`src/rtl/rtcp_pkg.sv`:
```
package rtcp_pkg;

  // Direction of the trim correction, taken from the sign bit of the code.
  typedef enum logic {
    TRIM_SLOW = 1'b0,  // negative correction: seconds are stretched
    TRIM_FAST = 1'b1   // positive correction: seconds are shortened
  } trim_dir_e;

  // Cycles added to one stretched second, and removed from one shortened second.
  localparam int STRETCH_CYC = 1;
  localparam int SHRINK_CYC  = 2;

endpackage

```
`src/rtl/rtcp_trim_sched.sv`:
```
module rtcp_trim_sched
  import rtcp_pkg::*;
#(
  parameter int CYC_PER_SEC = 32768,
  parameter int MAG_W       = 4,
  parameter int CNT_W       = 16
) (
  input  logic             clk,
  input  logic             rst,
  input  trim_dir_e        trim_dir_i,
  input  logic [MAG_W-1:0] trim_mag_i,
  input  logic             sec_end_i,
  output logic [CNT_W-1:0] sec_len_o
);

  localparam int              WIN_SECS = (1 << MAG_W) - 1;
  localparam logic [MAG_W-1:0] IDX_LAST = MAG_W'(WIN_SECS - 1);
  localparam logic [CNT_W-1:0] LEN_NOM  = CNT_W'(CYC_PER_SEC);
  localparam logic [CNT_W-1:0] LEN_LONG = CNT_W'(CYC_PER_SEC + STRETCH_CYC);
  localparam logic [CNT_W-1:0] LEN_SHRT = CNT_W'(CYC_PER_SEC - SHRINK_CYC);

  logic [MAG_W-1:0] sec_idx;
  logic [MAG_W-1:0] mag_q;
  trim_dir_e        dir_q;
  logic [CNT_W-1:0] len_next;

  // The window position advances once per second. The code is latched at each wrap.
  always_ff @(posedge clk) begin
    if (rst) begin
      sec_idx <= '0;
      mag_q   <= trim_mag_i;
      dir_q   <= trim_dir_i;
    end else if (sec_end_i) begin
      if (sec_idx == IDX_LAST) begin
        sec_idx <= '0;
        mag_q   <= trim_mag_i;
        dir_q   <= trim_dir_i;
      end else begin
        sec_idx <= sec_idx + 1'b1;
      end
    end
  end

  always_comb begin
    len_next = LEN_NOM;
    if (sec_idx < mag_q)
      len_next = (dir_q == TRIM_FAST) ? LEN_SHRT : LEN_LONG;
  end

  // Registered length: it is consumed only near the end of a second.
  always_ff @(posedge clk) begin
    if (rst) sec_len_o <= LEN_NOM;
    else     sec_len_o <= len_next;
  end

  a_r6_code_hold: assert property (@(posedge clk) disable iff (rst)
    (sec_idx != '0) |-> ($stable(mag_q) && $stable(dir_q)));

  a_r3_len_legal: assert property (@(posedge clk) disable iff (rst)
    (sec_len_o == LEN_NOM) || (sec_len_o == LEN_LONG) || (sec_len_o == LEN_SHRT));

  a_r3_idx_range: assert property (@(posedge clk) disable iff (rst)
    sec_idx <= IDX_LAST);

endmodule

```
`src/rtl/rtcp_sec_div.sv`:
```
module rtcp_sec_div #(
  parameter int CNT_W = 16
) (
  input  logic             clk,
  input  logic             rst,
  input  logic [CNT_W-1:0] sec_len_i,
  output logic             sec_end_o,
  output logic             tick_o
);

  logic [CNT_W-1:0] cnt;

  assign sec_end_o = (cnt == sec_len_i - CNT_W'(1));

  always_ff @(posedge clk) begin
    if (rst) begin
      cnt    <= '0;
      tick_o <= 1'b0;
    end else if (sec_end_o) begin
      cnt    <= '0;
      tick_o <= 1'b1;
    end else begin
      cnt    <= cnt + 1'b1;
      tick_o <= 1'b0;
    end
  end

  a_r2_cnt_below_len: assert property (@(posedge clk) disable iff (rst)
    cnt < sec_len_i);

  a_r1_tick_single: assert property (@(posedge clk) disable iff (rst)
    tick_o |=> !tick_o);

endmodule

```
`src/rtl/rtcp_ref_div.sv`:
```
module rtcp_ref_div #(
  parameter int REF_DIV = 64
) (
  input  logic clk,
  input  logic rst,
  output logic ref_o
);

  localparam int REF_W = $clog2(REF_DIV);

  logic [REF_W-1:0] ctr;

  // Free-running and never trimmed: the square wave period is exactly REF_DIV.
  always_ff @(posedge clk) begin
    if (rst) ctr <= '0;
    else     ctr <= ctr + 1'b1;
  end

  assign ref_o = ctr[REF_W-1];

endmodule

```
`src/rtl/rtcp_pin_drv.sv`:
```
module rtcp_pin_drv (
  input  logic clk,
  input  logic rst,
  input  logic ft_en_i,
  input  logic out_lvl_i,
  input  logic ref_i,
  output logic pin_oe_o
);

  logic level;

  // The calibration wave takes precedence over the static level.
  assign level = ft_en_i ? ref_i : out_lvl_i;

  // Open drain: enable the pull-down whenever the wanted level is low.
  always_ff @(posedge clk) begin
    if (rst) pin_oe_o <= 1'b0;
    else     pin_oe_o <= ~level;
  end

  a_r7_static_hold: assert property (@(posedge clk) disable iff (rst)
    (!$past(rst) && !ft_en_i && !$past(ft_en_i) && $stable(out_lvl_i))
      |=> $stable(pin_oe_o));

endmodule

```
`src/rtl/rtc_trim_prescaler.sv`:
```
module rtc_trim_prescaler
  import rtcp_pkg::*;
#(
  parameter int CYC_PER_SEC = 32768,
  parameter int MAG_W       = 4,
  parameter int REF_DIV     = 64
) (
  input  logic             clk,
  input  logic             rst,
  input  logic [MAG_W+1:0] trim_i,
  input  logic             ft_en_i,
  input  logic             out_lvl_i,
  output logic             tick_o,
  output logic             pin_oe_o
);

  localparam int CNT_W = $clog2(CYC_PER_SEC + 2);

  logic [CNT_W-1:0] sec_len;
  logic             sec_end;
  logic             ref_wave;
  logic             unused_rsvd_bit;

  assign unused_rsvd_bit = trim_i[MAG_W];

  rtcp_trim_sched #(
    .CYC_PER_SEC (CYC_PER_SEC),
    .MAG_W       (MAG_W),
    .CNT_W       (CNT_W)
  ) u_sched (
    .clk        (clk),
    .rst        (rst),
    .trim_dir_i (trim_dir_e'(trim_i[MAG_W+1])),
    .trim_mag_i (trim_i[MAG_W-1:0]),
    .sec_end_i  (sec_end),
    .sec_len_o  (sec_len)
  );

  rtcp_sec_div #(
    .CNT_W (CNT_W)
  ) u_div (
    .clk       (clk),
    .rst       (rst),
    .sec_len_i (sec_len),
    .sec_end_o (sec_end),
    .tick_o    (tick_o)
  );

  rtcp_ref_div #(
    .REF_DIV (REF_DIV)
  ) u_ref (
    .clk   (clk),
    .rst   (rst),
    .ref_o (ref_wave)
  );

  rtcp_pin_drv u_pin (
    .clk       (clk),
    .rst       (rst),
    .ft_en_i   (ft_en_i),
    .out_lvl_i (out_lvl_i),
    .ref_i     (ref_wave),
    .pin_oe_o  (pin_oe_o)
  );

endmodule

```
`config.mk`:
```
export PLATFORM = sky130hd
export DESIGN_NAME = rtc_trim_prescaler
export DESIGN_NICKNAME = d
export VERILOG_FILES = /design/src/rtl/rtcp_pkg.sv /design/src/rtl/rtcp_trim_sched.sv /design/src/rtl/rtcp_sec_div.sv /design/src/rtl/rtcp_ref_div.sv /design/src/rtl/rtcp_pin_drv.sv /design/src/rtl/rtc_trim_prescaler.sv
export SDC_FILE = /design/constraint.sdc
export NUM_CORES = 1
export LEC_CHECK = 0
export BUFFER_PORTS_ARGS = -buffer_cell sky130_fd_sc_hd__buf_2
export CAP_MARGIN = 20
export CORE_ASPECT_RATIO = 1.1
export CORE_MARGIN = 2
export CORE_UTILIZATION = 60
export CTS_CLUSTER_DIAMETER = 30
export DETAILED_ROUTE_END_ITERATION = 8
export PLACE_DENSITY = 0.85
export SLEW_MARGIN = 20
export SYNTH_ARGS = -nofsm -noshare
export SYNTH_HDL_FRONTEND = slang
export SYNTH_SLANG_ARGS = --single-unit
```
`constraint.sdc`:
```
create_clock -name clk -period 5.5 [get_ports clk]
set_input_delay 0 -clock clk [delete_from_list [all_inputs] [get_ports clk]]
set_output_delay 0 -clock clk [all_outputs]
set_load 0.01 [all_outputs]
```
# After elaboration in Yosys (flattened, before gate mapping)
# Cells that the tools add are included.
[totals] reg_bits=49 latchBits=0 mem_bits_rw=0 mem_bits_ro=0 input_bits=10 output_inout_bits=2 elab_cells=32 n_memories=0
[classes] n_addsub=4 multipliers=0 div_mod_pow=0 n_lt_le_gt_ge=1 eq_ne=2 shifts=0 muxes=10 bitwise_logic=2 reduce_logical=5
[ops] cell="$add 16x1->16 const B" count=1
[ops] cell="$eq 16x16->1" count=1
[ops] cell="$mux 16" count=1
[ops] cell="$mux 4" count=4
[ops] cell="$sub 16x1->16 const B" count=1
[ops] cell="$add 6x1->6 const B" count=1
[ops] cell="$mux 1" count=5
[ops] cell="$add 4x1->4 const B" count=1
[ops] cell="$eq 4x4->1 const B" count=1
[ops] cell="$lt 4x4->1" count=1
[ops] cell="$reduce_bool 2->1" count=2
[ops] cell="$reduce_or 2->1" count=2
[ops] cell="$not 1->1" count=2
[ops] cell="$reduce_and 2->1" count=1

# Logic depth before layout (Yosys ltp)
[logic_depth] word_depth=4 ltp_mapped=9 ltp_nobuf=7

# Modules after synthesis
# A second synthesis with hierarchy kept.
[hier_totals] hier_cells=233 hier_area_um2=2155.8
[modules_own_cells] mod="rtcp_sec_div" n_inst=1 cells_each=151 area_per_inst_um2=1290.0 seq_area_each_um2=340.3
[modules_own_cells] mod="rtcp_trim_sched" n_inst=1 cells_each=57 area_per_inst_um2=598.1 seq_area_each_um2=290.3
[modules_own_cells] mod="rtcp_ref_div" n_inst=1 cells_each=22 area_per_inst_um2=229.0 seq_area_each_um2=120.1
[modules_own_cells] mod="rtcp_pin_drv" n_inst=1 cells_each=3 area_per_inst_um2=38.8 seq_area_each_um2=20.0

# Worst setup path after synthesis
# OpenSTA, ideal clock, no wires.
[synth_timing] path_type="register -> register" startpoint="reg u_sched.sec_len_o[0]" endpoint="reg u_sched.dir_q (enable)" setup_time_ns=0.376 arrival_time_ns=1.889 required_time_ns=5.124 path_slack_ns=3.235 path_stages_with_launch=8 path_buffers=0 period_less_slack_ns=2.265 cell_sequence="dfxtp_1 > inv_1 > ha_1 > xor2_1 > o211ai_1 > a211oi_4 > nand2_1 > o31ai_1"
[synth_via] elab_chain_cells=4
[synth_rtl] item="start: declaration" line_no="rtcp_trim_sched.sv:13" rtl="output logic [CNT_W-1:0] sec_len_o"
[synth_rtl] item="start signal: assignment" line_no="rtcp_trim_sched.sv:53" rtl="else sec_len_o <= len_next;"
[synth_rtl] item="$sub 16x1->16" line_no="rtcp_sec_div.sv:13" rtl="assign sec_end_o = (cnt == sec_len_i - CNT_W'(1));"
[synth_rtl] item="$eq 16x16->1" line_no="rtcp_sec_div.sv:13"
[synth_rtl] item="$reduce_bool 2->1 (no source line)"
[synth_rtl] item="$reduce_and 2->1 (no source line)"
[synth_rtl] item="end signal: assignment" line_no="rtcp_trim_sched.sv:32" rtl="dir_q <= trim_dir_i;"
[synth_rtl] item="end signal: assignment" line_no="rtcp_trim_sched.sv:37" rtl="dir_q <= trim_dir_i;"
[synth_rtl] item="end: declaration" line_no="rtcp_trim_sched.sv:24" rtl="trim_dir_e dir_q;"
# No other way between the ends.
# A chain may end at the register's enable or synchronous reset.

# Final worst setup path
[layout_timing] startpoint="reg u_sched.sec_len_o[0]" endpoint="reg u_sched.mag_q[2] (enable)"
[layout_via] elab_chain_cells=4
[layout_rtl] item="$sub 16x1->16" line_no="rtcp_sec_div.sv:13"
[layout_rtl] item="$eq 16x16->1" line_no="rtcp_sec_div.sv:13"
[layout_rtl] item="$reduce_bool 2->1 (no source line)"
[layout_rtl] item="$reduce_and 2->1 (no source line)"
[layout_rtl] item="end signal: assignment" line_no="rtcp_trim_sched.sv:31" rtl="mag_q <= trim_mag_i;"
[layout_rtl] item="end signal: assignment" line_no="rtcp_trim_sched.sv:36" rtl="mag_q <= trim_mag_i;"
[layout_rtl] item="end: declaration" line_no="rtcp_trim_sched.sv:23" rtl="logic [MAG_W-1:0] mag_q;"
# No other way between the ends.

==> flow_metrics.env <==
export IMPL_syn_area_per_cell_um2=9.91
export IMPL_synth_edf_count=5
export IMPL_reg2reg_setup_slack_ps=2810
export IMPL_grt_pass1_wl_um=4680
export IMPL_cts_resized=0
export IMPL_yosysSeqAreaShare_pct=46.8
export IMPL_pre_cts_ws_ps=2840
export IMPL_clk_latency_ps=340
export IMPL_cts_sinks=36
export IMPL_path_max_fanout=8
export IMPL_initial_core_util_pct=64.7
export IMPL_max_freq_mhz=371
export IMPL_finalNetCount=202
export IMPL_wirelength_um=2820
export IMPL_slew_headroom_pct=48.8
export IMPL_status="finished, final reports clean"
export IMPL_p_leak_nw=0.777
export IMPL_drive_gt1_share_pct=14.5
export IMPL_post_drt_wl_per_cell_um=13.0
export IMPL_ios=12
export IMPL_antenna_found_initial=0
export IMPL_num_rows=19
export IMPL_end_kind="flip-flop"
export IMPL_first_iter_violations=19
export IMPL_io_buffers=10
export IMPL_pwr_density_cell_nw_per_um2=277
export IMPL_cts_setup_buffers=0
export IMPL_routabilityCongestion=0.757
export IMPL_netlist_instances=166
export IMPL_core_um2=2540
export IMPL_rsz0062_at_grt="false"
export IMPL_maxCapViolCount=0
export IMPL_dr_pass1_iters=4
export IMPL_synth_seq_cells=36
export IMPL_layout_setup_ws_ps=2810
export IMPL_area_growth_pct=13.5
export IMPL_dp_hpwl_um=1910
export IMPL_dieWidth_um=53.9
export IMPL_grt_start_max_net_pins=17
export IMPL_fill_cells=185
export IMPL_critPathRequiredTime_ps=5480
export IMPL_critPathArrivalTime_ps=2670
export IMPL_fin_skew_ps=3.16
export IMPL_drc=0
export IMPL_die_h_um=58.9
export IMPL_grtUsageTotal_pct=21.1
export IMPL_cts_made_buffers=5
export IMPL_finalSetupViolCount=0
export IMPL_cts_buffer_depth=2
export IMPL_finalCritPeriodShare_pct=49.0
export IMPL_syn_area_um2=1650
export IMPL_worst_pin_slew_ps=762
export IMPL_grt_pass1_vias=1143
export IMPL_peakVddDrop_uv=260
export IMPL_synthArstFlopShare_pct=0
export IMPL_multi_input_area_um2=800
export IMPL_antenna_left=0
export IMPL_ys_flop_type="dfxtp_1"
export IMPL_antenna_diode_count=0
export IMPL_dieArea_um2=3180
export IMPL_fin_tns_setup_ps=0
export IMPL_power_mw=0.518
export IMPL_vias=1165
export IMPL_placed_area_um2=1690
export IMPL_fin_crit_ps=2690
export IMPL_slew_viol_final=0
export IMPL_root_buffer="clkbuf_4"
export IMPL_final_area_um2=1870
export IMPL_hold_class="input port to flip-flop"
export IMPL_yosysUniqueCellTypes=41
export IMPL_hold_violations=0
export IMPL_htreeDepth=2
export IMPL_cts_tree="done"
export IMPL_viasPerCell=5.37
export IMPL_globalRouteOverflowTotal=0
export IMPL_critical_path_class="flip-flop to flip-flop"
export IMPL_syn_nets=183
export IMPL_clk_pin_slew_ps=100
export IMPL_startpoint_type="flip-flop"
export IMPL_regArea_um2=771
export IMPL_ys_warn_count=0
cells in the mapped netlist, drive strengths merged, types with 2 or more instances:
library cell	instances	area, um2
dfxtp	31	621
nor2	25	93.8
nand2	11	41.3
xnor2	11	96.3
xor2	11	96.3
inv	9	33.8
nand3	8	40.0
ha	7	87.6
edfxtp	5	150
and2	4	27.5
clkbuf	4	18.8
nand4	4	40.0
nor2b	4	25.0
a211oi	3	35.0
a21o	2	15.0
and3	2	12.5
and4	2	18.8
buf	2	22.5
nand2b	2	12.5
nor3	2	10.0
nor4b	2	17.5
layout by cell type (no fill, tap or decap), types with 2 or more instances in the layout:
cell type      netlist  routed
clkbuf_8             0       2
nor4b_1              2       2
and2_2               2       2
nand4_1              3       3
nor2b_1              4       4
xor2_1              11      11
and2_1               2       2
edfxtp_1             5       5
dfxtp_1             31      31
and3_1               2       2
xnor2_1             11      11
nand3_1              8       8
nor3_1               2       2
a211oi_1             2       2
dlygate4sd3_1        0       8
clkbuf_4             1       5
a21o_1               2       2
nor2_1              25      25
ha_1                 7       7
buf_2                0      10
nand2b_1             2       2
inv_1                9       9
nand2_1             11      11
worst paths after layout:
path | start | end | depth (start not counted)
max | u_sched.sec_len_o[0]$_SDFF_PP0_ | u_sched.mag_q[2]$_DFFE_PP_ | 6
min | trim_i[5] | u_sched.dir_q$_DFFE_PP_ | 2
max reg2reg | u_sched.sec_len_o[0]$_SDFF_PP0_ | u_sched.mag_q[2]$_DFFE_PP_ | 6
min reg2reg | u_sched.dir_q$_DFFE_PP_ | u_sched.sec_len_o[0]$_SDFF_PP0_ | 1
layer usage:
metal / vias up / global-route usage (%) / wire length (um)
li1: 598 / - / -
met1: 537 / 21.0 / 1170
met2: 20 / 36.9 / 1450
met3: 10 / 8.38 / 99
met4: 0 / 10.6 / 95
met5: - / 0 / 0
flip-flops by register name (all words and copies together) (netlist names):
signal	cells
u_div.cnt	16
u_sched.sec_len_o	3
u_sched.dir_q	1
u_div.tick_o	1
u_pin.pin_oe_o	1
u_sched.sec_idx	4
u_ref.ctr	6
u_sched.mag_q	4
final cells by class:
cell class	count	area share, %
multi-input cells	115	42.8
flip-flops and latches	36	41.3
repair buffers	18	6.97
clock buffers	7	3.48
well taps	31	2.08
inverters	9	1.81
clock inverters	1	1.61
metrics by stage:
stage | std cells | util, % | hold WS [ps]
3_5_place_dp | 201 | 66.6 | 178
6_report | 217 | 73.4 | 388
5_1_grt | 217 | 73.4 | 372
4_1_cts | 217 | 73.4 | 353
3_3_place_gp | 201 | 66.6 | 177
2_1_floorplan | 166 | - | 98.9
power by group:
group	switching (mW)	internal, mW
Sequential	0.00470	0.274
Combinational	0.0160	0.0165
Clock	0.0853	0.121
Total	0.106	0.411
logic make-up (layout without fill, tap and decap cells):
kind of cell | after synthesis | count (layout) | share of synthesized area (%)
simple gates | 71 | 71 | 22.9
flops | 36 | 36 | 46.8
xor+xnor | 22 | 22 | 11.7
buf+inv | 15 | 35 | 4.56
compound gates | 14 | 14 | 8.06
fa+ha+maj | 7 | 7 | 5.32
mux | 1 | 1 | 0.608
timing repair:
item | CTS | global route
setup endpoints to repair | 0 | 0
hold endpoints to repair | 13 | 0
hold buffers | 8 | 0
worst max-delay path, stage by stage, from the launching register on:
cell and delay, ps:
dfxtp_1 380, ha_1 210, nor4b_1 290, nand3_1 180, a211oi_4 420, nand2_1 190
o31ai_1 660
No activity file was read; power rests on OpenSTA's default activity.
